$ cat src/rtl/accx_pkg.sv
package accx_pkg;

   typedef enum logic [3:0] {
      OP_PASS  = 4'd0,
      OP_INC   = 4'd1,
      OP_ADD   = 4'd2,
      OP_SUB   = 4'd3,
      OP_AND   = 4'd4,
      OP_OR    = 4'd5,
      OP_XOR   = 4'd6,
      OP_NAND  = 4'd7,
      OP_NOR   = 4'd8,
      OP_XNOR  = 4'd9,
      OP_NOT   = 4'd10,
      OP_SHL   = 4'd11,
      OP_SHR   = 4'd12,
      OP_ROL   = 4'd13,
      OP_ROR   = 4'd14,
      OP_SPARE = 4'd15
   } alu_op_e;

   typedef enum logic [1:0] {
      SRC_ALU  = 2'd0,
      SRC_PORT = 2'd1,
      SRC_IMM  = 2'd2,
      SRC_RAM  = 2'd3
   } a_src_e;

   localparam int OP_W    = 4;
   localparam int FLAG_W  = 4;
   localparam int FLAG_LT = 0;
   localparam int FLAG_GT = 1;
   localparam int FLAG_EQ = 2;
   localparam int FLAG_CY = 3;

   function automatic logic op_has_carry(alu_op_e op);
      return (op == OP_INC) || (op == OP_ADD) || (op == OP_SUB);
   endfunction

endpackage

$ cat src/rtl/accx_amux.sv
module accx_amux
   import accx_pkg::*;
#(
   parameter int DATA_W = 8
) (
   input  a_src_e              sel_i,
   input  logic [DATA_W-1:0]   alu_i,
   input  logic [DATA_W-1:0]   port_i,
   input  logic [DATA_W-1:0]   imm_i,
   input  logic [DATA_W-1:0]   ram_i,
   output logic [DATA_W-1:0]   d_o
);

   always_comb begin
      unique case (sel_i)
         SRC_ALU:  d_o = alu_i;
         SRC_PORT: d_o = port_i;
         SRC_IMM:  d_o = imm_i;
         SRC_RAM:  d_o = ram_i;
         default:  d_o = alu_i;
      endcase
   end

endmodule

$ cat src/rtl/accx_alu.sv
module accx_alu
   import accx_pkg::*;
#(
   parameter int DATA_W       = 8,
   parameter bit SHARED_ADDER = 1'b1
) (
   input  logic [DATA_W-1:0] a_i,
   input  logic [DATA_W-1:0] b_i,
   input  alu_op_e           op_i,
   output logic [DATA_W-1:0] res_o,
   output logic              cy_o
);

   localparam int SUM_W = DATA_W + 1;
   localparam logic [SUM_W-1:0] ONE = SUM_W'(1);

   logic [DATA_W-1:0] arith_res;
   logic              arith_cy;

   generate
      if (DATA_W < 2) begin : g_bad_width
         $error("accx_alu: DATA_W must be at least 2");
      end

      if (SHARED_ADDER) begin : g_shared
         // One carry chain: subtraction adds ~B plus one, increment adds zero plus one.
         logic [DATA_W-1:0] rhs;
         logic              cin;
         logic [SUM_W-1:0]  sum;

         always_comb begin
            rhs = b_i;
            cin = 1'b0;
            if (op_i == OP_SUB) begin
               rhs = ~b_i;
               cin = 1'b1;
            end else if (op_i == OP_INC) begin
               rhs = '0;
               cin = 1'b1;
            end
            sum = {1'b0, a_i} + {1'b0, rhs} + {{DATA_W{1'b0}}, cin};
         end

         assign arith_res = sum[DATA_W-1:0];
         // A carry out of A + ~B + 1 means no borrow.
         assign arith_cy  = (op_i == OP_SUB) ? ~sum[DATA_W] : sum[DATA_W];
      end else begin : g_split
         // Three independent chains, selected afterwards.
         logic [SUM_W-1:0] s_inc;
         logic [SUM_W-1:0] s_add;
         logic [SUM_W-1:0] s_sub;

         assign s_inc = {1'b0, a_i} + ONE;
         assign s_add = {1'b0, a_i} + {1'b0, b_i};
         assign s_sub = {1'b0, a_i} - {1'b0, b_i};

         always_comb begin
            unique case (op_i)
               OP_INC: begin
                  arith_res = s_inc[DATA_W-1:0];
                  arith_cy  = s_inc[DATA_W];
               end
               OP_SUB: begin
                  arith_res = s_sub[DATA_W-1:0];
                  arith_cy  = s_sub[DATA_W];
               end
               default: begin
                  arith_res = s_add[DATA_W-1:0];
                  arith_cy  = s_add[DATA_W];
               end
            endcase
         end
      end
   endgenerate

   always_comb begin
      unique case (op_i)
         OP_PASS:  res_o = a_i;
         OP_INC:   res_o = arith_res;
         OP_ADD:   res_o = arith_res;
         OP_SUB:   res_o = arith_res;
         OP_AND:   res_o = a_i & b_i;
         OP_OR:    res_o = a_i | b_i;
         OP_XOR:   res_o = a_i ^ b_i;
         OP_NAND:  res_o = ~(a_i & b_i);
         OP_NOR:   res_o = ~(a_i | b_i);
         OP_XNOR:  res_o = ~(a_i ^ b_i);
         OP_NOT:   res_o = ~a_i;
         OP_SHL:   res_o = {a_i[DATA_W-2:0], 1'b0};
         OP_SHR:   res_o = {1'b0, a_i[DATA_W-1:1]};
         OP_ROL:   res_o = {a_i[DATA_W-2:0], a_i[DATA_W-1]};
         OP_ROR:   res_o = {a_i[0], a_i[DATA_W-1:1]};
         OP_SPARE: res_o = a_i;
         default:  res_o = a_i;
      endcase
      cy_o = op_has_carry(op_i) ? arith_cy : 1'b0;
   end

endmodule

$ cat src/rtl/accx_status.sv
module accx_status
   import accx_pkg::*;
#(
   parameter int DATA_W = 8
) (
   input  logic              clk,
   input  logic              rst_n,
   input  logic              upd_i,
   input  logic [DATA_W-1:0] a_i,
   input  logic [DATA_W-1:0] b_i,
   input  alu_op_e           op_i,
   input  logic              cy_i,
   output logic [FLAG_W-1:0] flags_o
);

   logic [FLAG_W-1:0] flags_d;

   always_comb begin
      flags_d          = '0;
      flags_d[FLAG_LT] = (a_i <  b_i);
      flags_d[FLAG_GT] = (a_i >  b_i);
      flags_d[FLAG_EQ] = (a_i == b_i);
      flags_d[FLAG_CY] = cy_i;
   end

   always_ff @(posedge clk or negedge rst_n) begin
      if (!rst_n) begin
         flags_o <= '0;
      end else if (upd_i) begin
         flags_o <= flags_d;
      end
   end


   cmp_single_chk: assert property (@(posedge clk) disable iff (!rst_n)
      upd_i |=> ($countones(flags_o[FLAG_EQ:FLAG_LT]) == 1));


   flag_hold_chk: assert property (@(posedge clk) disable iff (!rst_n)
      !upd_i |=> $stable(flags_o));


   carry_only_arith_chk: assert property (@(posedge clk) disable iff (!rst_n)
      (upd_i && !op_has_carry(op_i)) |=> !flags_o[FLAG_CY]);

endmodule

$ cat src/rtl/accx_exec_core.sv
module accx_exec_core
   import accx_pkg::*;
#(
   parameter int DATA_W       = 8,
   parameter bit SHARED_ADDER = 1'b1
) (
   input  logic              clk,
   input  logic              rst_n,
   input  logic              ld_a,
   input  logic [1:0]        a_src,
   input  logic              clr_a,
   input  logic              cp_b,
   input  logic              cp_c,
   input  logic              upd_flags,
   input  logic [DATA_W-1:0] in_port,
   input  logic [DATA_W-1:0] imm_byte,
   input  logic [DATA_W-1:0] ram_rdata,
   output logic [DATA_W-1:0] alu_result,
   output logic [3:0]        status
);

   generate
      if (DATA_W < OP_W) begin : g_bad_width
         $error("accx_exec_core: DATA_W must hold an operation code");
      end
   endgenerate

   logic [DATA_W-1:0] a_q;
   logic [DATA_W-1:0] b_q;
   alu_op_e           c_q;
   logic [DATA_W-1:0] a_next;
   logic [DATA_W-1:0] res;
   logic              res_cy;

   accx_amux #(.DATA_W(DATA_W)) u_amux (
      .sel_i  (a_src_e'(a_src)),
      .alu_i  (res),
      .port_i (in_port),
      .imm_i  (imm_byte),
      .ram_i  (ram_rdata),
      .d_o    (a_next)
   );

   accx_alu #(.DATA_W(DATA_W), .SHARED_ADDER(SHARED_ADDER)) u_alu (
      .a_i   (a_q),
      .b_i   (b_q),
      .op_i  (c_q),
      .res_o (res),
      .cy_o  (res_cy)
   );

   accx_status #(.DATA_W(DATA_W)) u_status (
      .clk     (clk),
      .rst_n   (rst_n),
      .upd_i   (upd_flags),
      .a_i     (a_q),
      .b_i     (b_q),
      .op_i    (c_q),
      .cy_i    (res_cy),
      .flags_o (status)
   );

   // Accumulator: clear wins over load.
   always_ff @(posedge clk or negedge rst_n) begin
      if (!rst_n) begin
         a_q <= '0;
      end else if (clr_a) begin
         a_q <= '0;
      end else if (ld_a) begin
         a_q <= a_next;
      end
   end

   // Operand and operation registers are fed only from the accumulator.
   always_ff @(posedge clk or negedge rst_n) begin
      if (!rst_n) begin
         b_q <= '0;
         c_q <= OP_PASS;
      end else begin
         if (cp_b) b_q <= a_q;
         if (cp_c) c_q <= alu_op_e'(a_q[OP_W-1:0]);
      end
   end

   assign alu_result = res;


   a_clear_chk: assert property (@(posedge clk) disable iff (!rst_n)
      clr_a |=> (a_q == '0));


   a_port_load_chk: assert property (@(posedge clk) disable iff (!rst_n)
      (ld_a && !clr_a && a_src == SRC_PORT) |=> (a_q == $past(in_port)));


   b_copy_chk: assert property (@(posedge clk) disable iff (!rst_n)
      cp_b |=> (b_q == $past(a_q)));


   a_idle_hold_chk: assert property (@(posedge clk) disable iff (!rst_n)
      (!ld_a && !clr_a) |=> $stable(a_q));

endmodule

$ cat config.mk
export PLATFORM = sky130hd
export DESIGN_NAME = accx_exec_core
export DESIGN_NICKNAME = d
export VERILOG_FILES = /design/src/rtl/accx_pkg.sv /design/src/rtl/accx_amux.sv /design/src/rtl/accx_alu.sv /design/src/rtl/accx_status.sv /design/src/rtl/accx_exec_core.sv
export SDC_FILE = /design/constraint.sdc
export NUM_CORES = 1
export LEC_CHECK = 0
export ABC_AREA = 1
export BUFFER_PORTS_ARGS = -buffer_cell sky130_fd_sc_hd__clkbuf_2
export CAP_MARGIN = 20
export CORE_ASPECT_RATIO = 0.9
export CORE_MARGIN = 2
export CORE_UTILIZATION = 50
export CTS_CLUSTER_DIAMETER = 120
export DETAILED_ROUTE_END_ITERATION = 6
export PLACE_DENSITY = 0.76
export SLEW_MARGIN = 5
export SYNTH_ARGS = -nofsm -noshare
export SYNTH_HDL_FRONTEND = slang
export SYNTH_SLANG_ARGS = --single-unit
$ cat constraint.sdc
create_clock -name clk -period 3.28 [get_ports clk]
set_input_delay 0 -clock clk [delete_from_list [all_inputs] [get_ports clk]]
set_output_delay 0 -clock clk [all_outputs]
set_load 0.02 [all_outputs]
Word level (Yosys, flattened, before mapping)
Cells that the tools add are included.
{ "classes": {"addsub": 2, "magnitude_cmp": 2, "n_eq_ne": 19, "n_mux": 10, "bitwise": 9, "reduce_logical": 7} }
{ "op_table": {"columns": ["op", "n"], "rows": [
  ["8-bit case mux with 13 select lines", 1],
  ["8-bit NOT", 5],
  ["4-bit equality test, second input constant", 8],
  ["8-bit 2-to-1 mux", 4],
  ["8-bit case mux with 4 select lines", 1],
  ["4-bit by 3-bit equality test with 1-bit output, second input constant", 4],
  ["8-bit by 8-bit adder with 9-bit output", 1],
  ["9-bit by 1-bit adder with 9-bit output", 1],
  ["8-bit bitwise AND", 1],
  ["4-bit by 2-bit equality test with 1-bit output, second input constant", 2],
  ["8-bit equality test", 1],
  ["8-bit > comparator", 1],
  ["8-bit < comparator", 1],
  ["8-bit bitwise OR", 1],
  ["8-bit bitwise XOR", 1],
  ["2-bit equality test, second input constant", 2],
  ["4-bit by 1-bit equality test with 1-bit output, second input constant", 1],
  ["4-bit logical NOT", 1],
  ["1-bit 2-to-1 mux", 4],
  ["3-bit OR reduction", 1],
  ["2-bit by 1-bit equality test with 1-bit output, second input constant", 1],
  ["2-bit logical NOT", 1],
  ["1-bit logical OR", 2],
  ["2-bit nonzero test", 1],
  ["2 further kinds", 2]
]} }
{ "totals": {"regBits": 24, "input_bits": 33, "out_inout_bits": 12, "wordCells": 53} }

Logic depth before layout (Yosys ltp)
{ "logic_depth": {"word_depth": 9, "depth_mapped": 16, "depth_no_buf": 16} }

Cells and area by module
Synthesis repeated with hierarchy kept, for this count alone.
{ "hier_totals": {"hier_cells": 522, "hier_area_um2": 3036.7} }
{ "by_module_without_submodules": {"columns": ["module", "instances", "cells_each", "area_each_um2", "seq_area_each_um2"], "rows": [
  ["accx_alu", 1, 338, 1607.8, 0.0],
  ["accx_exec_core", 1, 84, 797.0, 500.5],
  ["accx_status", 1, 53, 367.9, 100.1],
  ["accx_amux", 1, 47, 264.0, 0.0]
]} }

Worst setup path after synthesis
Ideal clock, no wire load.
{ "synth_timing": {"path_type": "flip-flop to flip-flop", "startpoint": "register c_q[3]", "endpoint": "register a_q[4]", "setup_time_ps": 116, "t_arrival_ps": 2566, "required_ps": 3164, "path_slack_ps": 598, "path_stages_with_launch": 14, "n_path_buf": 0, "synth_period_minus_slack_ps": 2682, "path_cell_list": "dfrtp_1 -> nor2_1 -> inv_1 -> nor2_1 -> o21ai_0 -> fa_1 -> fa_1 -> a21oi_1 -> or2_2 -> nand3_1 -> o21ai_1 -> nand2_1 -> nand2_1 -> nand2_1"} }
{ "synth_between": {"elab_chain_cells": 9, "word_cells_on_any_way": 28, "cone_classes": "add/sub: 2; eq/ne: 15; mux: 8; reduce/logical: 3"} }
{ "synth_lines": {"columns": ["element", "line_no", "rtl"], "rows": [
  ["from (decl)", "accx_exec_core.sv:30", "alu_op_e c_q;"],
  ["from (signal assigned)", "accx_exec_core.sv:81", "if (cp_c) c_q <= alu_op_e'(a_q[OP_W-1:0]);"],
  ["4-bit by 1-bit equality test with 1-bit output", "accx_alu.sv:37, accx_alu.sv:77", null],
  ["8-bit 2-to-1 mux", "accx_alu.sv:37", "end else if (op_i == OP_INC) begin"],
  ["8-bit 2-to-1 mux", "accx_alu.sv:34", "if (op_i == OP_SUB) begin"],
  ["8-bit by 8-bit adder with 9-bit output", "accx_alu.sv:41", "sum = {1'b0, a_i} + {1'b0, rhs} + {{DATA_W{1'b0}}, cin};"],
  ["9-bit by 1-bit adder with 9-bit output", "accx_alu.sv:41", null],
  ["8-bit case mux with 13 select lines (*)", "accx_alu.sv:77", "unique case (op_i)"],
  ["8-bit case mux with 4 select lines (*)", "accx_amux.sv:15", "unique case (sel_i)"],
  ["8-bit 2-to-1 mux (*)", "accx_exec_core.sv:69", "end else if (ld_a) begin"],
  ["8-bit 2-to-1 mux (*)", "accx_exec_core.sv:67", "end else if (clr_a) begin"],
  ["to (signal assigned)", "accx_exec_core.sv:70", "a_q <= a_next;"],
  ["to (decl)", "accx_exec_core.sv:28", "logic [DATA_W-1:0] a_q;"]
]} }
Mark *: on every way between the ends. The rest lies on a longest branch, timed or not. The select of a mux whose other input is x is not followed.
A chain may end at the register's enable or synchronous reset.

Worst setup path in the final report
{ "layout_timing": {"startpoint": "register c_q[3]", "endpoint": "output port alu_result[4]"} }
{ "layout_between": {"elab_chain_cells": 6, "word_cells_on_any_way": 25, "cone_classes": "add/sub: 2; eq/ne: 15; mux: 5; reduce/logical: 3"} }
{ "layout_lines": {"columns": ["element", "line_no", "rtl"], "rows": [
  ["4-bit by 1-bit equality test with 1-bit output", "accx_alu.sv:37, accx_alu.sv:77", null],
  ["8-bit 2-to-1 mux", "accx_alu.sv:37", null],
  ["8-bit 2-to-1 mux", "accx_alu.sv:34", null],
  ["8-bit by 8-bit adder with 9-bit output", "accx_alu.sv:41", null],
  ["9-bit by 1-bit adder with 9-bit output", "accx_alu.sv:41", null],
  ["8-bit case mux with 13 select lines (*)", "accx_alu.sv:77", null],
  ["to (decl)", "accx_exec_core.sv:18", "output logic [DATA_W-1:0] alu_result,"]
]} }
Mark *: on every way between the ends. The rest lies on a longest branch, timed or not.

==> summary.txt <==
Status
  • Status: complete, no violations

Power
  • Max rail drop VDD: approximately 0.00019 V
  • P_int: ~0.57 mW
  • Comb power frac: ~48%
  • Clock Power Share: between 10% and 20%
  • Sw frac: 45.89%
  • Pwr Density: 318.1 nW/um^2
  • Sequential power share: 34.8%
  • Total power: around 1.1 mW
  • Sw Pwr: 0.4844 mW
  • Leak: 1.933 nW

Timing
  • RSZ-0062 raised after global routing: false
  • Pins Over Slew Limit: 0
  • Final setup viols: 0
  • Worst-Margin Slew: 0.8325 ns
  • Final Cycle Share: 90.46%
  • Setup TNS: 0 ns
  • Final WS setup: roughly 0.31 ns
  • Endpoints failing hold: 0
  • Maximum clock rate: approximately 340 MHz
  • Post-layout min period: 2.967 ns
  • Clk_skew: 0.003447 ns
  • Max-slew headroom: 44.29%
  • Hold_ws: ~0.011 ns

Final layout
  • # diodes: 0
  • Non-filler instance count after layout: between 600 and 700
  • Multi-input logic area: 2047 um^2
  • Final Core Density: 58.29%
  • Fillcell total: around 570
  • Layout cell share with drive strength beyond 1: 10.23%
  • Area Growth Syn to Fin: 11.85%
  • Final Cell Area: around 3300 um^2
  • # nets final: roughly 640
  • Register area: between 600 and 700 um^2

Yosys
  • Seq/Total Area, Yosys: between 20% and 30%
  • Netlist cell types: 26
  • Post-synthesis register bit count: 24
  • Cell Area, Synth: 2967 um^2
  • Yosys warnings: 0
  • Cells after synthesis: 522
  • Post-synthesis area per instance: 5.683 um^2
  • Post-synthesis net count: roughly 590

Clock tree
  • CTS H-tree lvls: 1
  • Post-CTS sizing: 0
  • Sink Count: 24
  • CTS tree: built
  • Clk_lat worst skew: 0.27 ns
  • Clk buf depth: 2
  • Root Buffer: clkbuf_8
  • CTS buffer count: 3
  • Worst-path clk slew: 0.09 ns

Critical path
  • Critical Path RT: 3.28 ns
  • CP endpoint kind: primary output
  • R2R depth: 13
  • Worst-path cell chain: nor2_1 > inv_1 > nor2_1 > o21ai_0 > fa_1 > fa_1 > a21oi_1 > or2_2 > nand3_1 > o21ai_1 > inv_1 > clkbuf_2
  • Crit start category: register
  • Arrival time of the worst setup path: between 2 and 3 ns
  • Max incr delay on CP: between 0.4 and 0.5 ns
  • Largest fanout on the critical path: 5
  • Critical path depth in cells: 12
  • R2r setup slk: 0.49 ns
  • Setup CP Type: register to primary output
  • Buf+Inv Stages, Crit Path: 3
  • Largest delay share family, worst path: adder cells
  • CP max-delay cell: dfrtp_1

Flow run
  • MaxCap Viol Count: 0

Floorplanning
  • Die width: approximately 85 um
  • Io pins: 45
  • # rows: 26
  • Die footprint: 6566 um^2
  • Initial Util: 52.11%
  • Die Y-Extent: ~77 um
  • Core ar.: around 5700 um^2

Detailed routing
  • First-pass iteration count of the detailed router: 7
  • Antenna Violating Nets Remaining: 0
  • Via count: 3327
  • Drt initial violations: 257
  • Number of remaining DRC errors: 0
  • Wire length per cell: 13.66 um
  • Post-Route WL: 8703 um
  • Routed vias/inst: roughly 5.2

Global route
  • Vias in the first global route: roughly 3100
  • Total gr overflow: 0
  • First-pass GRT wire length: 14660 um
  • Tot GR Track Use: 27.94%
  • Initial antenna violation count: 0
  • Largest net degree at the start of global routing: 25

Place
  • Number of port buffers: 44
  • Routability Congestion: ~0.95
  • Placed insts: 633
  • Post-placement setup slack: 0.5549 ns
  • Cell Area, Placed: 3267 um^2
  • Dpl hpwl: ~6900 um

Worst hold path
  • Hold depth: 2
  • Tightest Hold Check Type: primary input to register
-- sequential cells by signal, summed over array words and instances, names as in the netlist --
| signal | cells |
|---|---|
| a_q | 8 |
| b_q | 8 |
| c_q | 4 |
| u_status.flags_o | 4 |
-- Yosys cell counts --
| cell type | count | area share [%] |
|---|---|---|
| inv_1 | 80 | 10 |
| o21ai_1 | 2 | 0.34 |
| clkbuf_1 | 4 | 0.51 |
| o21ai_0 | 30 | 5.1 |
| nand4_1 | 5 | 1.1 |
| dfrtp_1 | 24 | 20 |
| nand3_1 | 37 | 6.2 |
| o2111ai_1 | 1 | 0.30 |
| xor2_1 | 1 | 0.30 |
| xnor2_1 | 1 | 0.30 |
| nand2_1 | 222 | 28 |
| nand2_2 | 1 | 0.21 |
| a21oi_1 | 11 | 1.9 |
| ha_1 | 31 | 13 |
| or2_2 | 3 | 0.63 |
| nor2_1 | 49 | 6.2 |
| nand3b_1 | 3 | 0.76 |
| a41oi_1 | 3 | 0.89 |
| o21a_1 | 1 | 0.25 |
| o22ai_1 | 2 | 0.42 |
| fa_1 | 2 | 1.3 |
| o211ai_1 | 1 | 0.25 |
| or2_0 | 1 | 0.21 |
| nor3_1 | 1 | 0.17 |
| inv_2 | 1 | 0.13 |
| nor2_2 | 5 | 1.1 |
-- cell families (layout without fill, tap and decap cells) --
logic type / count (synthesis) / after routing / synth area share [%]
flip-flops: 24 / 24 / 20.24
adder cells (fa/ha/maj): 33 / 33 / 14.42
XOR/XNOR: 2 / 2 / 0.5906
buffers and inverters: 85 / 130 / 10.75
AO/OA/AOI/OAI: 51 / 51 / 9.363
AND/OR/NAND/NOR: 327 / 327 / 44.62
-- cell type report --
class,instances,area share [%]
clock buffers,3,1.244
inverters,81,9.163
multi-input cells,413,61.69
flip-flops and latches,24,18.10
well taps,70,2.640
repair buffers,46,7.164
-- power by group through the flow --
| stage | Combinational [mW] | Sequential, mW | Clock [mW] |
|---|---|---|---|
| floorplan | 0.331 | 0.369 | 0 |
| global placement | 0.493 | 0.370 | 0 |
| detailed placement | 0.496 | 0.373 | 0 |
| CTS | 0.500 | 0.367 | 0.187 |
| global route | 0.571 | 0.372 | 0.194 |
| finish | 0.506 | 0.367 | 0.182 |
-- timing repair --
action                     CTS  global route
buffers inserted             0             0
setup endpoints to repair    0             0
hold buffers                 1             0
hold endpoints to repair    24             0
-- path summary, 6_finish.rpt --
| kind | start | end |
|---|---|---|
| max in group asynchronous | rst_n | a_q[7]$_DFFE_PN0P_ |
| max | c_q[3]$_DFFE_PN0P_ | alu_result[4] |
| min reg2reg | u_status.flags_o[0]$_DFFE_PN0P_ | u_status.flags_o[0]$_DFFE_PN0P_ |
| min | cp_c | c_q[3]$_DFFE_PN0P_ |
| min in group asynchronous | rst_n | c_q[3]$_DFFE_PN0P_ |
| max reg2reg | c_q[3]$_DFFE_PN0P_ | a_q[4]$_DFFE_PN0P_ |
-- placed cells by master, fill, tap and decap left out, types with 2 or more instances in the layout --
master and instances:
ha_1 31, inv_1 80, nand2_1 222, a21oi_1 11, a41oi_1 3, nand4_1 5, nand3b_1 3, o22ai_1 2
o21ai_1 2, clkbuf_2 44, o21ai_0 30, dfrtp_1 24, or2_2 3, nor2_1 49, nor2_2 5, nand3_1 37
clkbuf_8 3, fa_1 2
-- layer usage --
layer / wire, um / global-route usage, %
met2: 3910 / 46.80
met4: 199 / 9.683
met1: 4000 / 37.51
met5: 0 / 0
met3: 593 / 2.583
-- worst register-to-register path, delay by kind of cell (launching register included) --
kind	cells	cell delay (ns)
AOI/OAI and AO/OA	3	0.49
adders and majority gates	2	0.88
buffers and inverters	1	0.09
DFF	1	0.44
and+or+nand+nor	7	0.77
Note: power is estimated with default switching activity, not from simulation.
